### config.mk
export PLATFORM = sky130hd
export DESIGN_NAME = ivtimer
export DESIGN_NICKNAME = d
export VERILOG_FILES = /design/src/rtl/ivt_pkg.sv /design/src/rtl/ivt_tick_gate.sv /design/src/rtl/ivt_counter.sv /design/src/rtl/ivtimer.sv
export SDC_FILE = /design/constraint.sdc
export NUM_CORES = 1
export LEC_CHECK = 0
export BUFFER_PORTS_ARGS = -buffer_cell sky130_fd_sc_hd__buf_4
export CAP_MARGIN = 20
export CORE_MARGIN = 5
export CORE_UTILIZATION = 45
export DETAILED_ROUTE_END_ITERATION = 8
export MAX_ROUTING_LAYER = met4
export PLACE_DENSITY = 0.67
export RECOVER_POWER = 50
export SETUP_SLACK_MARGIN = 0.2
export SLEW_MARGIN = 40
export SYNTH_ARGS = -nofsm -noshare
export SYNTH_HDL_FRONTEND = slang
export SYNTH_HIERARCHICAL = 1
export SYNTH_SLANG_ARGS = --single-unit
### constraint.sdc
create_clock -name clk -period 3.7 [get_ports clk]
set_input_delay 1.11 -clock clk [delete_from_list [all_inputs] [get_ports clk]]
set_output_delay 1.11 -clock clk [all_outputs]
set_load 0.01 [all_outputs]
### src/rtl/ivt_pkg.sv
package ivt_pkg;
  localparam int IVT_DW = 32;
  typedef logic [IVT_DW-1:0] word_t;

  localparam int OFS_CTRL = 'h00;
  localparam int OFS_STAT = 'h04;
  localparam int OFS_LOAD = 'h08;
  localparam int OFS_CMP  = 'h0C;
  localparam int OFS_CNT  = 'h10;

  localparam int B_RUN    = 0;
  localparam int B_LDEN   = 1;
  localparam int B_IE     = 2;
  localparam int B_RLD    = 3;
  localparam int B_SRST   = 16;
  localparam int B_LDWR   = 17;
  localparam int B_DBGOK  = 18;
  localparam int B_WAITOK = 19;
  localparam int B_STOPOK = 21;
  localparam int B_SEL    = 24;

  localparam word_t CTRL_KEEP = word_t'((1 << B_RUN) | (1 << B_LDEN) | (1 << B_IE) |
                                        (1 << B_RLD) | (1 << B_LDWR) | (1 << B_DBGOK) |
                                        (1 << B_WAITOK) | (1 << B_STOPOK) | (3 << B_SEL));

  // Next value of the down-counter on one tick
  function automatic word_t ivt_step(input word_t cur, input logic rld, input word_t ld);
    if (cur == '0) return rld ? ld : '1;
    return cur - word_t'(1);
  endfunction
endpackage

### src/rtl/ivt_tick_gate.sv
module ivt_tick_gate (
  input  logic [1:0] sel,
  input  logic       run,
  input  logic       busy,
  input  logic       tick_bus,
  input  logic       tick_fast,
  input  logic       tick_slow,
  input  logic       stop_in,
  input  logic       wait_in,
  input  logic       dbg_in,
  input  logic       stop_ok,
  input  logic       wait_ok,
  input  logic       dbg_ok,
  output logic       frozen,
  output logic       tick
);
  logic [3:0] src;
  assign src    = {tick_slow, tick_fast, tick_bus, 1'b0};
  assign frozen = (stop_in & ~stop_ok) | (wait_in & ~wait_ok) | (dbg_in & ~dbg_ok);
  assign tick   = run & ~busy & ~frozen & src[sel];
endmodule

### src/rtl/ivt_counter.sv
module ivt_counter
  import ivt_pkg::*;
(
  input  logic  clk,
  input  logic  rst_n,
  input  logic  srst,
  input  logic  load_now,
  input  word_t load_val,
  input  logic  tick,
  input  logic  rld,
  input  word_t reload_val,
  input  word_t cmp_val,
  output word_t cnt,
  output logic  match_evt
);
  word_t nxt;
  assign nxt       = ivt_step(cnt, rld, reload_val);
  assign match_evt = tick & ~srst & ~load_now & (nxt == cmp_val);

  always_ff @(posedge clk or negedge rst_n) begin
    if (!rst_n)        cnt <= '1;
    else if (srst)     cnt <= '1;
    else if (load_now) cnt <= load_val;
    else if (tick)     cnt <= nxt;
  end


  dec_step_chk: assert property (@(posedge clk) disable iff (!rst_n)
    (tick && !srst && !load_now && cnt != '0) |=> cnt == $past(cnt) - word_t'(1));

  zero_turn_chk: assert property (@(posedge clk) disable iff (!rst_n)
    (tick && !srst && !load_now && cnt == '0) |=> cnt == ($past(rld) ? $past(reload_val) : '1));
endmodule

### src/rtl/ivtimer.sv
module ivtimer
  import ivt_pkg::*;
#(
  parameter int AW          = 5,
  parameter int SRST_CYCLES = 4
) (
  input  logic          clk,
  input  logic          rst_n,
  input  logic [AW-1:0] bus_addr,
  input  logic          bus_we,
  input  logic [31:0]   bus_wdata,
  output logic [31:0]   bus_rdata,
  input  logic          tick_bus,
  input  logic          tick_fast,
  input  logic          tick_slow,
  input  logic          stop_in,
  input  logic          wait_in,
  input  logic          dbg_in,
  output logic          irq
);
  localparam int SRW = $clog2(SRST_CYCLES + 1);

  word_t          ctrl_q, load_q, cmp_q, cnt;
  logic           flag_q;
  logic [SRW-1:0] busy_cnt;
  logic           busy, tick, frozen, match_evt;
  logic           wr_ctrl, wr_stat, wr_load, wr_cmp;
  logic           srst, run_rise, load_now;
  word_t          load_val;

  assign wr_ctrl = bus_we && (int'(bus_addr) == OFS_CTRL);
  assign wr_stat = bus_we && (int'(bus_addr) == OFS_STAT);
  assign wr_load = bus_we && (int'(bus_addr) == OFS_LOAD);
  assign wr_cmp  = bus_we && (int'(bus_addr) == OFS_CMP);

  assign srst     = wr_ctrl && bus_wdata[B_SRST];
  assign run_rise = wr_ctrl && bus_wdata[B_RUN] && !ctrl_q[B_RUN] && bus_wdata[B_LDEN];
  assign load_now = run_rise || (wr_load && ctrl_q[B_LDWR]);
  assign load_val = wr_load ? bus_wdata : load_q;
  assign busy     = (busy_cnt != '0);

  always_ff @(posedge clk or negedge rst_n) begin
    if (!rst_n) begin
      ctrl_q   <= '0;
      load_q   <= '1;
      cmp_q    <= '0;
      busy_cnt <= '0;
    end else begin
      if (wr_ctrl) ctrl_q <= bus_wdata & CTRL_KEEP;
      if (wr_load) load_q <= bus_wdata;
      if (wr_cmp)  cmp_q  <= bus_wdata;
      if (srst)      busy_cnt <= SRW'(SRST_CYCLES);
      else if (busy) busy_cnt <= busy_cnt - 1'b1;
    end
  end

  always_ff @(posedge clk or negedge rst_n) begin
    if (!rst_n)                       flag_q <= 1'b0;
    else if (srst)                    flag_q <= 1'b0;
    else if (match_evt)               flag_q <= 1'b1;
    else if (wr_stat && bus_wdata[0]) flag_q <= 1'b0;
  end

  ivt_tick_gate gate_i (
    .sel(ctrl_q[B_SEL +: 2]), .run(ctrl_q[B_RUN]), .busy(busy),
    .tick_bus(tick_bus), .tick_fast(tick_fast), .tick_slow(tick_slow),
    .stop_in(stop_in), .wait_in(wait_in), .dbg_in(dbg_in),
    .stop_ok(ctrl_q[B_STOPOK]), .wait_ok(ctrl_q[B_WAITOK]), .dbg_ok(ctrl_q[B_DBGOK]),
    .frozen(frozen), .tick(tick)
  );

  ivt_counter cnt_i (
    .clk(clk), .rst_n(rst_n), .srst(srst), .load_now(load_now), .load_val(load_val),
    .tick(tick), .rld(ctrl_q[B_RLD]), .reload_val(load_q), .cmp_val(cmp_q),
    .cnt(cnt), .match_evt(match_evt)
  );

  always_comb begin
    bus_rdata = '0;
    case (int'(bus_addr))
      OFS_CTRL: bus_rdata = ctrl_q | (word_t'(busy) << B_SRST);
      OFS_STAT: bus_rdata = {31'd0, flag_q};
      OFS_LOAD: bus_rdata = load_q;
      OFS_CMP:  bus_rdata = cmp_q;
      OFS_CNT:  bus_rdata = cnt;
      default:  bus_rdata = '0;
    endcase
  end

  assign irq = flag_q & ctrl_q[B_IE];


  flag_set_chk: assert property (@(posedge clk) disable iff (!rst_n)
    match_evt |=> flag_q);

  flag_clr_chk: assert property (@(posedge clk) disable iff (!rst_n)
    (wr_stat && bus_wdata[0] && !match_evt) |=> !flag_q);

  freeze_hold_chk: assert property (@(posedge clk) disable iff (!rst_n)
    (frozen && !load_now && !srst) |=> $stable(cnt));

  srst_clear_chk: assert property (@(posedge clk) disable iff (!rst_n)
    srst |=> (cnt == '1) && !flag_q && busy);
endmodule

==> results.json, run 1 <==
{
  "status": "complete, but fails checks",
  "violations": "max-capacitance violations, max-slew violations",
  "cp_cell_sequence": "buf_4, clkbuf_1, or3b_2, a32oi_1, o2bb2ai_4, buf_6",
  "end_kind": "output port",
  "cts.clk_slew.worst_paths_ns": 0.08,
  "dieArea_um2": 20200,
  "critical_path_class": "primary input to output port",
  "intPower_mw": 3.14,
  "synth.largest_area_cell": "dfstp_2",
  "ant_nets": 0,
  "final_util_pct": 59.4,
  "fillers": 1512,
  "synth_edf_count": 0,
  "p_sw_share_pct": 39.6,
  "synth_top_area_share_pct": 21.5,
  "grt_pass1_wl_mm": 42.2,
  "ys_warn_count": 6,
  "cts_made_buffers": 9,
  "drc": 0,
  "finalSetupViolations": 0,
  "holdBufCountCts": 0,
  "synth_cells": 814,
  "insertedDiodeCount": 0,
  "skew_ns": 0.00869,
  "nNetsFinal": 996,
  "place.port_buffers": 78,
  "async_flop_share_pct": 100,
  "hold_class": "register to register",
  "worst_pin_slew_ns": 1.59,
  "antenna_found_initial": 0,
  "synth_cell_types": 79,
  "crit_path_max_fanout": 10,
  "combPwrFrac_pct": 41.8,
  "initial_core_util_pct": 45.6,
  "cts-root-buf": "clkbuf_16",
  "avgSynthCellArea_um2": 9.63,
  "crit_required_ns": 2.59,
  "routedWlPerCell_um": 24.0,
  "grt_pass1_vias": 7288,
  "max_slew_margin_pct": -5.93,
  "grt_setup_unrepaired": "true",
  "grt_max_degree": 64,
  "drive_gt1_share_pct": 42.8,
  "maxSlewViolCount": 64,
  "first_pass_iters": 5,
  "cts_tree": "yes",
  "synth_area_um2": 7840,
  "routed_via_density": 6.29,
  "die_h_um": 142,
  "area_growth_pct": 30.2,
  "p_leak_nw": 4.16,
  "reg2reg_slack_ns": 0.05,
  "met3_usage_pct": 4.57,
  "use_met2_pct": 43.4,
  "yosysSeqAreaShare_pct": 36.1,
  "arrival_ns": 2.58,
  "path_buf_inv": 3,
  "timing.final.crit_share_pct": 99.6,
  "synth.most_common_cell": "dfstp_2",
  "synth_area_leaders": "dfstp_2 21%, dfrtp_1 15%, mux2_2 6.8%, mux2_4 5.2%, mux2i_1 4.2%",
  "dpl.cell_count": 1148,
  "slowest_delay_ns": 0.54,
  "p_switching_mw": 2.06,
  "crit_family": "simple AND/OR/NAND/NOR gates",
  "gr-usage-all-layers_pct": 27.9,
  "syn_nets": 864,
  "ys_ff_latch": 110,
  "fp-row-count": 48,
  "cts_buffer_depth": 2,
  "gp_congestion": 1.04,
  "drv_cap": 1,
  "coreArea_um2": 17200,
  "synth_common_cells": "64 x dfstp_2, 56 x nand2_1, 47 x mux2_2",
  "ir_worst_vdd_v": 0.000293,
  "period_needed_ns": 3.69,
  "drtIter0Drc": 689,
  "grt-busiest-layer": "met2",
  "finalWirelength_mm": 28.2,
  "p_per_area_nw_per_um2": 510,
  "synthFlopType": "dfstp_2",
  "overflow": 0,
  "finalNonFillerCells": 1176,
  "ios": 79,
  "fmax_ghz": 0.271,
  "cts.sinks": 110,
  "seqPwrFrac_pct": 39.7,
  "crit_path_start_kind": "primary input",
  "dp_hpwl_mm": 19.8,
  "use_met1_pct": 37.8,
  "vias": 7397,
  "pwr-share-clk_pct": 18.5,
  "htree_levels": 3,
  "hold_viol": 0,
  "cpMaxStageDelayCell": "or3b_2",
  "die_w_um": 142,
  "clock_latency_ns": 0.37
}
[layout make-up]
| cell class | instances | area, µm² | area share (%) |
|---|---|---|---|
| inverters | 35 | 131 | 1.29 |
| multi-input cells | 612 | 5120 | 50.2 |
| flip-flops and latches | 110 | 2830 | 27.8 |
| repair buffers | 178 | 1550 | 15.2 |
| well taps | 225 | 282 | 2.76 |
| clock buffers | 9 | 225 | 2.21 |
| clock inverters | 7 | 57.6 | 0.564 |
[cell families after synthesis]
group | count (synthesis) | synth area share [%]
adder cells (fa/ha/maj) | 4 | 0.639
buffers and inverters | 92 | 5.76
multiplexers | 110 | 16.6
AND/OR/NAND/NOR | 245 | 17.3
AO/OA/AOI/OAI | 224 | 20.1
flip-flops | 110 | 36.1
XOR/XNOR | 29 | 3.48
[state kept, by name, indices dropped and copies added, names as in the netlist]
| name | flops |
|---|---|
| cmp_q | 32 |
| cnt_i/cnt | 32 |
| load_q | 32 |
| ctrl_q | 10 |
| busy_cnt | 3 |
| flag_q | 1 |
[layout by cell type (no fill, tap or decap), types with 16 or more instances in the layout]
master     Yosys  layout
buf_4          3     139
dfstp_2       64      64
nand2_1       56      56
mux2_2        47      47
dfrtp_1       46      46
nor2_1        45      45
a21oi_1       44      43
inv_1         34      34
mux2i_1       33      33
o21ai_0       31      31
mux2_4        27      27
buf_6          5      27
a22oi_1       21      21
o22ai_1       25      20
nor3_1        24      20
o2bb2ai_4      0      19
xnor2_1       17      17
a211oi_1      16      16
[through the flow]
stage               cell area, µm²  setup WS, ns  power [mW]  hold slack, ns  setup TNS (ns)
global route                 10200       -0.0707        5.46           0.547          -0.127
finish                       10200        0.0143        5.20           0.524               0
detailed placement            9120       -0.0857        4.03           0.497         -0.0857
CTS                           9660        0.0576        5.05           0.514               0
floorplan                     7840         0.223        3.21           0.480               0
global placement              9120       -0.0427        4.01           0.490         -0.0427
[worst paths after layout]
check | from | to | cells past startpoint
setup / recovery | bus_addr[3] | bus_rdata[16] | 6
hold / removal | ctrl_q[1] | ctrl_q[1] | 1
setup reg to reg | cnt_i/cnt[11] | flag_q | 12
hold reg to reg | ctrl_q[1] | ctrl_q[1] | 1
max in group asynchronous | rst_n | cmp_q[31] | 2
min in group asynchronous | rst_n | ctrl_q[19] | 1
[what timing repair did]
item / CTS / global route
endpoints found under the hold margin: 0 / 0
pin swaps: 12 / 16
gates resized for setup: 28 / 80
buffers inserted: 8 / 1
setup endpoints to repair: 28 / 28
cloned: 2 / 1
[power groups by stage]
stage	Combinational (mW)	Clock (mW)	Sequential, mW
5_1_grt	2.33	1.03	2.10
3_5_place_dp	1.99	0	2.04
6_report	2.17	0.965	2.06
3_3_place_gp	1.97	0	2.03
4_1_cts	2.04	0.983	2.03
2_1_floorplan	1.29	0	1.92
[routing by layer]
| metal | share of wire (%) | vias to the layer above |
|---|---|---|
| li1 | - | 3332 |
| met1 | 43 | 3675 |
| met2 | 47 | 329 |
| met3 | 6.7 | 61 |
| met4 | 2.5 | 0 |
| met5 | 0 | - |
Power figures use the tool's default switching activity.
==> inputs of run 2 (changes only) <==
- SETUP_SLACK_MARGIN: 0.2 -> 0.1
==> run 2 against run 1 <==
Clock-buffer cell count unchanged. Non-clock buffer count down 1. Clock power up 0.4%. Critical path depth unchanged. The flow still finishes with violations (max-capacitance violations, max-slew violations). Clock skew up 0.0026 ns. Sequential power about the same. Setup slack better by 0.018 ns. Global-route usage down 0.57 points.
==> results.json, run 2 (synthesis results as in run 1) <==
{
  "status": "complete, but fails checks",
  "violations": "max-capacitance violations, max-slew violations",
  "power.total_mw": 5.18,
  "routedWlPerCell_um": 23.8,
  "p_sw_share_pct": 39.5,
  "crit_required_ns": 2.59,
  "dp_hpwl_mm": 19.8,
  "max_slew_margin_pct": -4.75,
  "crit_path_max_fanout": 10,
  "ant_nets": 0,
  "critical_path_class": "primary input to output port",
  "dieArea_um2": 20200,
  "hold_viol": 0,
  "ios": 79,
  "gp_congestion": 1.04,
  "cts_buffer_depth": 2,
  "finalNonFillerCells": 1175,
  "antenna_found_initial": 0,
  "initial_core_util_pct": 45.6,
  "area_growth_pct": 28.2,
  "coreArea_um2": 17200,
  "regArea_um2": 2830,
  "pwr-share-clk_pct": 18.7,
  "overflow": 0,
  "p_switching_mw": 2.05,
  "holdBufCountCts": 0,
  "drc": 0,
  "grt_pass1_vias": 7180,
  "die_w_um": 142,
  "period_needed_ns": 3.67,
  "hold-path-cell-count": 1,
  "end_kind": "output port",
  "finalSetupViolations": 0,
  "cts_made_buffers": 9,
  "finalWirelength_mm": 28.0,
  "grt_pass1_wl_mm": 41.6,
  "reg_top3": "cmp_q x32, cnt_i/cnt x32, load_q x32",
  "layout_common_cells": "141 x buf_4, 64 x dfstp_2, 56 x nand2_1",
  "grt_max_degree": 64,
  "skew_ns": 0.0113,
  "clock_latency_ns": 0.37,
  "dpl.cell_count": 1148,
  "fmax_ghz": 0.273,
  "fillers": 1529,
  "gr-usage-all-layers_pct": 27.3,
  "intPower_mw": 3.14,
  "cts.clk_slew.worst_paths_ns": 0.08,
  "hold_class": "register to register",
  "die_h_um": 142,
  "arrival_ns": 2.56,
  "place.port_buffers": 78,
  "grt_setup_unrepaired": "true",
  "final_util_pct": 58.5,
  "drive_gt1_share_pct": 41.6,
  "r2r_cells": 15,
  "cts-root-buf": "clkbuf_16",
  "vias": 7316,
  "first_pass_iters": 5,
  "routed_via_density": 6.23,
  "seqPwrFrac_pct": 39.7,
  "htree_levels": 3,
  "cts.sinks": 110,
  "ir_worst_vdd_v": 0.000292,
  "final_common_cell": "buf_4",
  "worst_pin_slew_ns": 1.57,
  "drtIter0Drc": 746,
  "final_cell_area_um2": 10000,
  "insertedDiodeCount": 0,
  "fp-row-count": 48,
  "drv_cap": 1,
  "combPwrFrac_pct": 41.6,
  "multi_input_area_um2": 5020,
  "placed_area_um2": 9120,
  "timing.final.crit_share_pct": 99.1,
  "p_per_area_nw_per_um2": 516,
  "nNetsFinal": 995,
  "p_leak_nw": 4.11,
  "maxSlewViolCount": 64,
  "cts_tree": "yes",
  "crit_path_start_kind": "primary input"
}
[run 2: cell types whose count changed in the layout (fill, tap and decap cells not counted), moves of 2 or more]
cell / change
buf_16: -2
buf_4: +2
buf_6: -5
clkbuf_1: +2
o22ai_1: +2
o22ai_2: -2
o2bb2ai_1: +6
o2bb2ai_2: -2
o2bb2ai_4: -4
[run 2: timing repair]
item / in CTS / in global routing
setup endpoints to repair: 2 / 28
gates cloned: 0 / 3
endpoints found under the hold margin: 0 / 0
pin swaps: 12 / 16
gates resized for setup: 12 / 73
setup buffers: 6 / 2
[run 2: worst paths after layout]
path	startpoint	to	slack (ns)
max	bus_addr[3]	bus_rdata[16]	0.03
min	ctrl_q[1]	ctrl_q[1]	0.52
max reg2reg	cnt_i/cnt[5]	flag_q	0.04
min reg2reg	ctrl_q[1]	ctrl_q[1]	0.52
max in group asynchronous	rst_n	cmp_q[31]	0.63
min in group asynchronous	rst_n	ctrl_q[19]	1.11
[run 2: through the flow]
| step | hold slack, ns | worst slack [ns] | TNS (ns) |
|---|---|---|---|
| 2_1_floorplan | 0.480 | 0.223 | 0 |
| 3_3_place_gp | 0.490 | -0.0427 | -0.0427 |
| 3_5_place_dp | 0.497 | -0.0857 | -0.0857 |
| 4_1_cts | 0.514 | 0.0576 | 0 |
| 5_1_grt | 0.547 | -0.0712 | -0.167 |
| 6_report | 0.522 | 0.0321 | 0 |
[run 2: area by class of cell]
cell class	instances	share of cell area [%]
Multi-Input combinational cell	612	50.0
Sequential cell	110	28.2
Timing Repair Buffer	177	14.9
Tap cell	225	2.80
Clock buffer	9	2.24
Inverter	35	1.31
Clock inverter	7	0.573
[run 2: power by group through the flow]
stage	clock, mW	sequential (mW)	combinational (mW)
floorplan	0	1.92	1.29
global placement	0	2.03	1.97
finish	0.969	2.06	2.16
global route	1.03	2.10	2.32
CTS	0.983	2.02	2.03
detailed placement	0	2.04	1.99
[run 2: critical path, cell delays in order]
cell       delay, ns
clkbuf_1        0.09
clkbuf_1        0.26
or3b_2          0.53
a32oi_1         0.33
o2bb2ai_4       0.11
buf_6           0.13
[run 2: routing by layer]
metal | wire [µm] | global-route usage (%) | vias to the layer above
met5 | 0 | - | -
met4 | 781 | 7.37 | 0
met3 | 1580 | 4.37 | 57
met2 | 13100 | 42.6 | 268
met1 | 12500 | 37.2 | 3658
li1 | - | - | 3333
==> inputs of run 3 (changes only) <==
==> constraint.sdc (replaced) <==
create_clock -name clk -period 3.7 [get_ports clk]
set_input_delay 0.37 -clock clk [delete_from_list [all_inputs] [get_ports clk]]
set_output_delay 0.37 -clock clk [all_outputs]
set_load 0.01 [all_outputs]
==> run 3 against run 2 <==
Critical path type is now register to register. Critical endpoint is now flag_q. Critical path depth increased by 5. Final cell count decreased by 3.3%. Cell area decreased by 7.9%. Core utilization decreased by 4.6 points. Global-route usage decreased by 0.79 points. Via count decreased by 3.2%. First-iteration DRC count decreased by 15%. Highest routed layer unchanged. The run still ends with max-capacitance violations, max-slew violations left. Largest power group is now registers.
==> results.json, run 3 (synthesis results as in run 1) <==
{
  "cts.clk_slew.worst_paths_ns": 0.08,
  "dieArea_um2": 20200,
  "place.port_buffers": 78,
  "initial_core_util_pct": 45.6,
  "r2r_end": "flag_q",
  "end_kind": "register",
  "fp-row-count": 48,
  "r2r_cells": 11,
  "cts_buffer_depth": 2,
  "combPwrFrac_pct": 38.7,
  "grt_pass1_vias": 7253,
  "die_h_um": 142,
  "grt_setup_unrepaired": "true",
  "die_w_um": 142,
  "gr-usage-all-layers_pct": 26.5,
  "critical_path_class": "register to register",
  "pwr-share-clk_pct": 20.2,
  "grt_pass1_wl_mm": 40.5,
  "ios": 79,
  "worst_pin_slew_ns": 2.75,
  "first_pass_iters": 6,
  "hp-start": "bus_wdata[24]",
  "cts_made_buffers": 9,
  "cts.sinks": 110,
  "finalWirelength_mm": 25.7,
  "crit_path_max_fanout": 7,
  "reg2reg_slack_ns": 0.08,
  "timing.final.crit_share_pct": 97.8,
  "fin_ws_ns": 0.0807,
  "finalNonFillerCells": 1136,
  "maxSlewViolCount": 86,
  "crit_required_ns": 3.99,
  "drv_cap": 2,
  "final_common_cell": "buf_4",
  "fmax_ghz": 0.276,
  "cts-root-buf": "clkbuf_16",
  "dpl.cell_count": 1119,
  "overflow": 0,
  "seqPwrFrac_pct": 41.1,
  "ant_nets": 0,
  "p_per_area_nw_per_um2": 541,
  "arrival_ns": 3.91,
  "finalHoldWorstSlack_ns": 0.234,
  "drc": 0,
  "routedWlPerCell_um": 22.6,
  "ir_worst_vdd_v": 0.000265,
  "cts_tree": "yes",
  "nNetsFinal": 956,
  "drive_gt1_share_pct": 35.8,
  "insertedDiodeCount": 0,
  "reg_top3": "cmp_q x32, cnt_i/cnt x32, load_q x32",
  "status": "complete, but fails checks",
  "crit_path_start_kind": "register",
  "finalSetupViolations": 0,
  "skew_ns": 0.0151,
  "hold_viol": 0,
  "min_delay_worst_endpoint": "cmp_q[24]",
  "gp_congestion": 1.04,
  "layout_common_cells": "132 x buf_4, 64 x dfstp_2, 56 x nand2_1",
  "antenna_found_initial": 0,
  "place_ws_ns": 0.00569,
  "violations": "max-capacitance violations, max-slew violations",
  "drtIter0Drc": 636,
  "vias": 7083,
  "p_sw_share_pct": 37.5,
  "hold_class": "primary input to register",
  "holdBufCountCts": 0,
  "p_switching_mw": 1.87,
  "p_leak_nw": 3.83,
  "period_needed_ns": 3.62,
  "grt_max_degree": 60,
  "clock_latency_ns": 0.36,
  "routed_via_density": 6.24,
  "final_util_pct": 53.9,
  "dp_hpwl_mm": 19.0,
  "coreArea_um2": 17200,
  "hold-path-cell-count": 2,
  "r2r-start": "cnt_i/cnt[9]",
  "htree_levels": 3,
  "area_growth_pct": 18.1,
  "max_slew_margin_pct": -83.6,
  "intPower_mw": 3.13
}
-- run 3: changes by cell type in the layout (fill, tap and decap cells not counted), sizes merged --
cell / delta
bufinv: +1
inv: -3
clkbuf: -2
clkinvlp: -2
buf: -35
clkinv: +2
-- run 3: layout make-up --
| class | count | area [µm²] |
|---|---|---|
| Tap cell | 225 | 282 |
| Fill cell | 1633 | 7920 |
| Clock buffer | 11 | 253 |
| Sequential cell | 110 | 2830 |
| Timing Repair Buffer | 138 | 1050 |
| Multi-Input combinational cell | 612 | 4650 |
| Inverter | 35 | 131 |
| Clock inverter | 5 | 57.6 |
-- run 3: layer usage --
| layer | GRT usage (%) | wire length [µm] | vias to the layer above |
|---|---|---|---|
| li1 | - | - | 3255 |
| met1 | 34.3 | 11100 | 3468 |
| met2 | 41.2 | 12200 | 290 |
| met3 | 5.24 | 1530 | 70 |
| met4 | 10.5 | 850 | 0 |
| met5 | - | 0 | - |
-- run 3: critical path, stage by stage, from the launching register on --
cell      delay [ns]
dfstp_2         0.37
or4_4           0.55
or4_4           0.63
or3_1           0.39
or3_1           0.36
a31oi_1         0.24
xnor2_1         0.15
nand4_1         0.18
nor4_4          0.30
nand2b_1        0.15
o32ai_1         0.07
a21oi_1         0.14
-- run 3: worst max path at each step --
| stage | depth (start not counted) | slack, ns | to | startpoint |
|---|---|---|---|---|
| 2_1_floorplan | 14 | 0.26 | flag_q | cnt_i/cnt[4] |
| 3_3_place_gp | 13 | 0.10 | flag_q | cnt_i/cnt[0] |
| 3_5_place_dp | 11 | 0.006 | flag_q | cnt_i/cnt[0] |
| 4_1_cts | 11 | 0.10 | flag_q | cnt_i/cnt[0] |
| 5_1_grt | 12 | -0.02 | flag_q | cnt_i/cnt[9] |
| 6_report | 11 | 0.08 | flag_q | cnt_i/cnt[9] |
-- run 3: stage by stage --
step | TNS, ns | cell area, µm² | power [mW]
6_report | 0 | 9250 | 5.00
5_1_grt | -0.0153 | 9250 | 5.29
4_1_cts | 0 | 9230 | 4.96
3_5_place_dp | 0 | 8880 | 3.91
3_3_place_gp | 0 | 8880 | 3.90
2_1_floorplan | 0 | 7840 | 3.21
-- run 3: power by group through the flow --
stage	registers [mW]	clock network, mW	logic, mW
floorplan	1.92	0	1.29
global placement	2.06	0	1.85
detailed placement	2.06	0	1.86
CTS	2.04	1.03	1.89
global route	2.10	1.07	2.12
finish	2.05	1.01	1.94
-- run 3: timing repair --
| action | 4_1_cts | 5_1_grt |
|---|---|---|
| hold endpoints to repair | 0 | 0 |
| setup buffers | 1 | 0 |
| setup endpoints to repair | 1 | 1 |
| cloned | 0 | 0 |
| pin swaps | 7 | 4 |
| gates resized for setup | 6 | 9 |
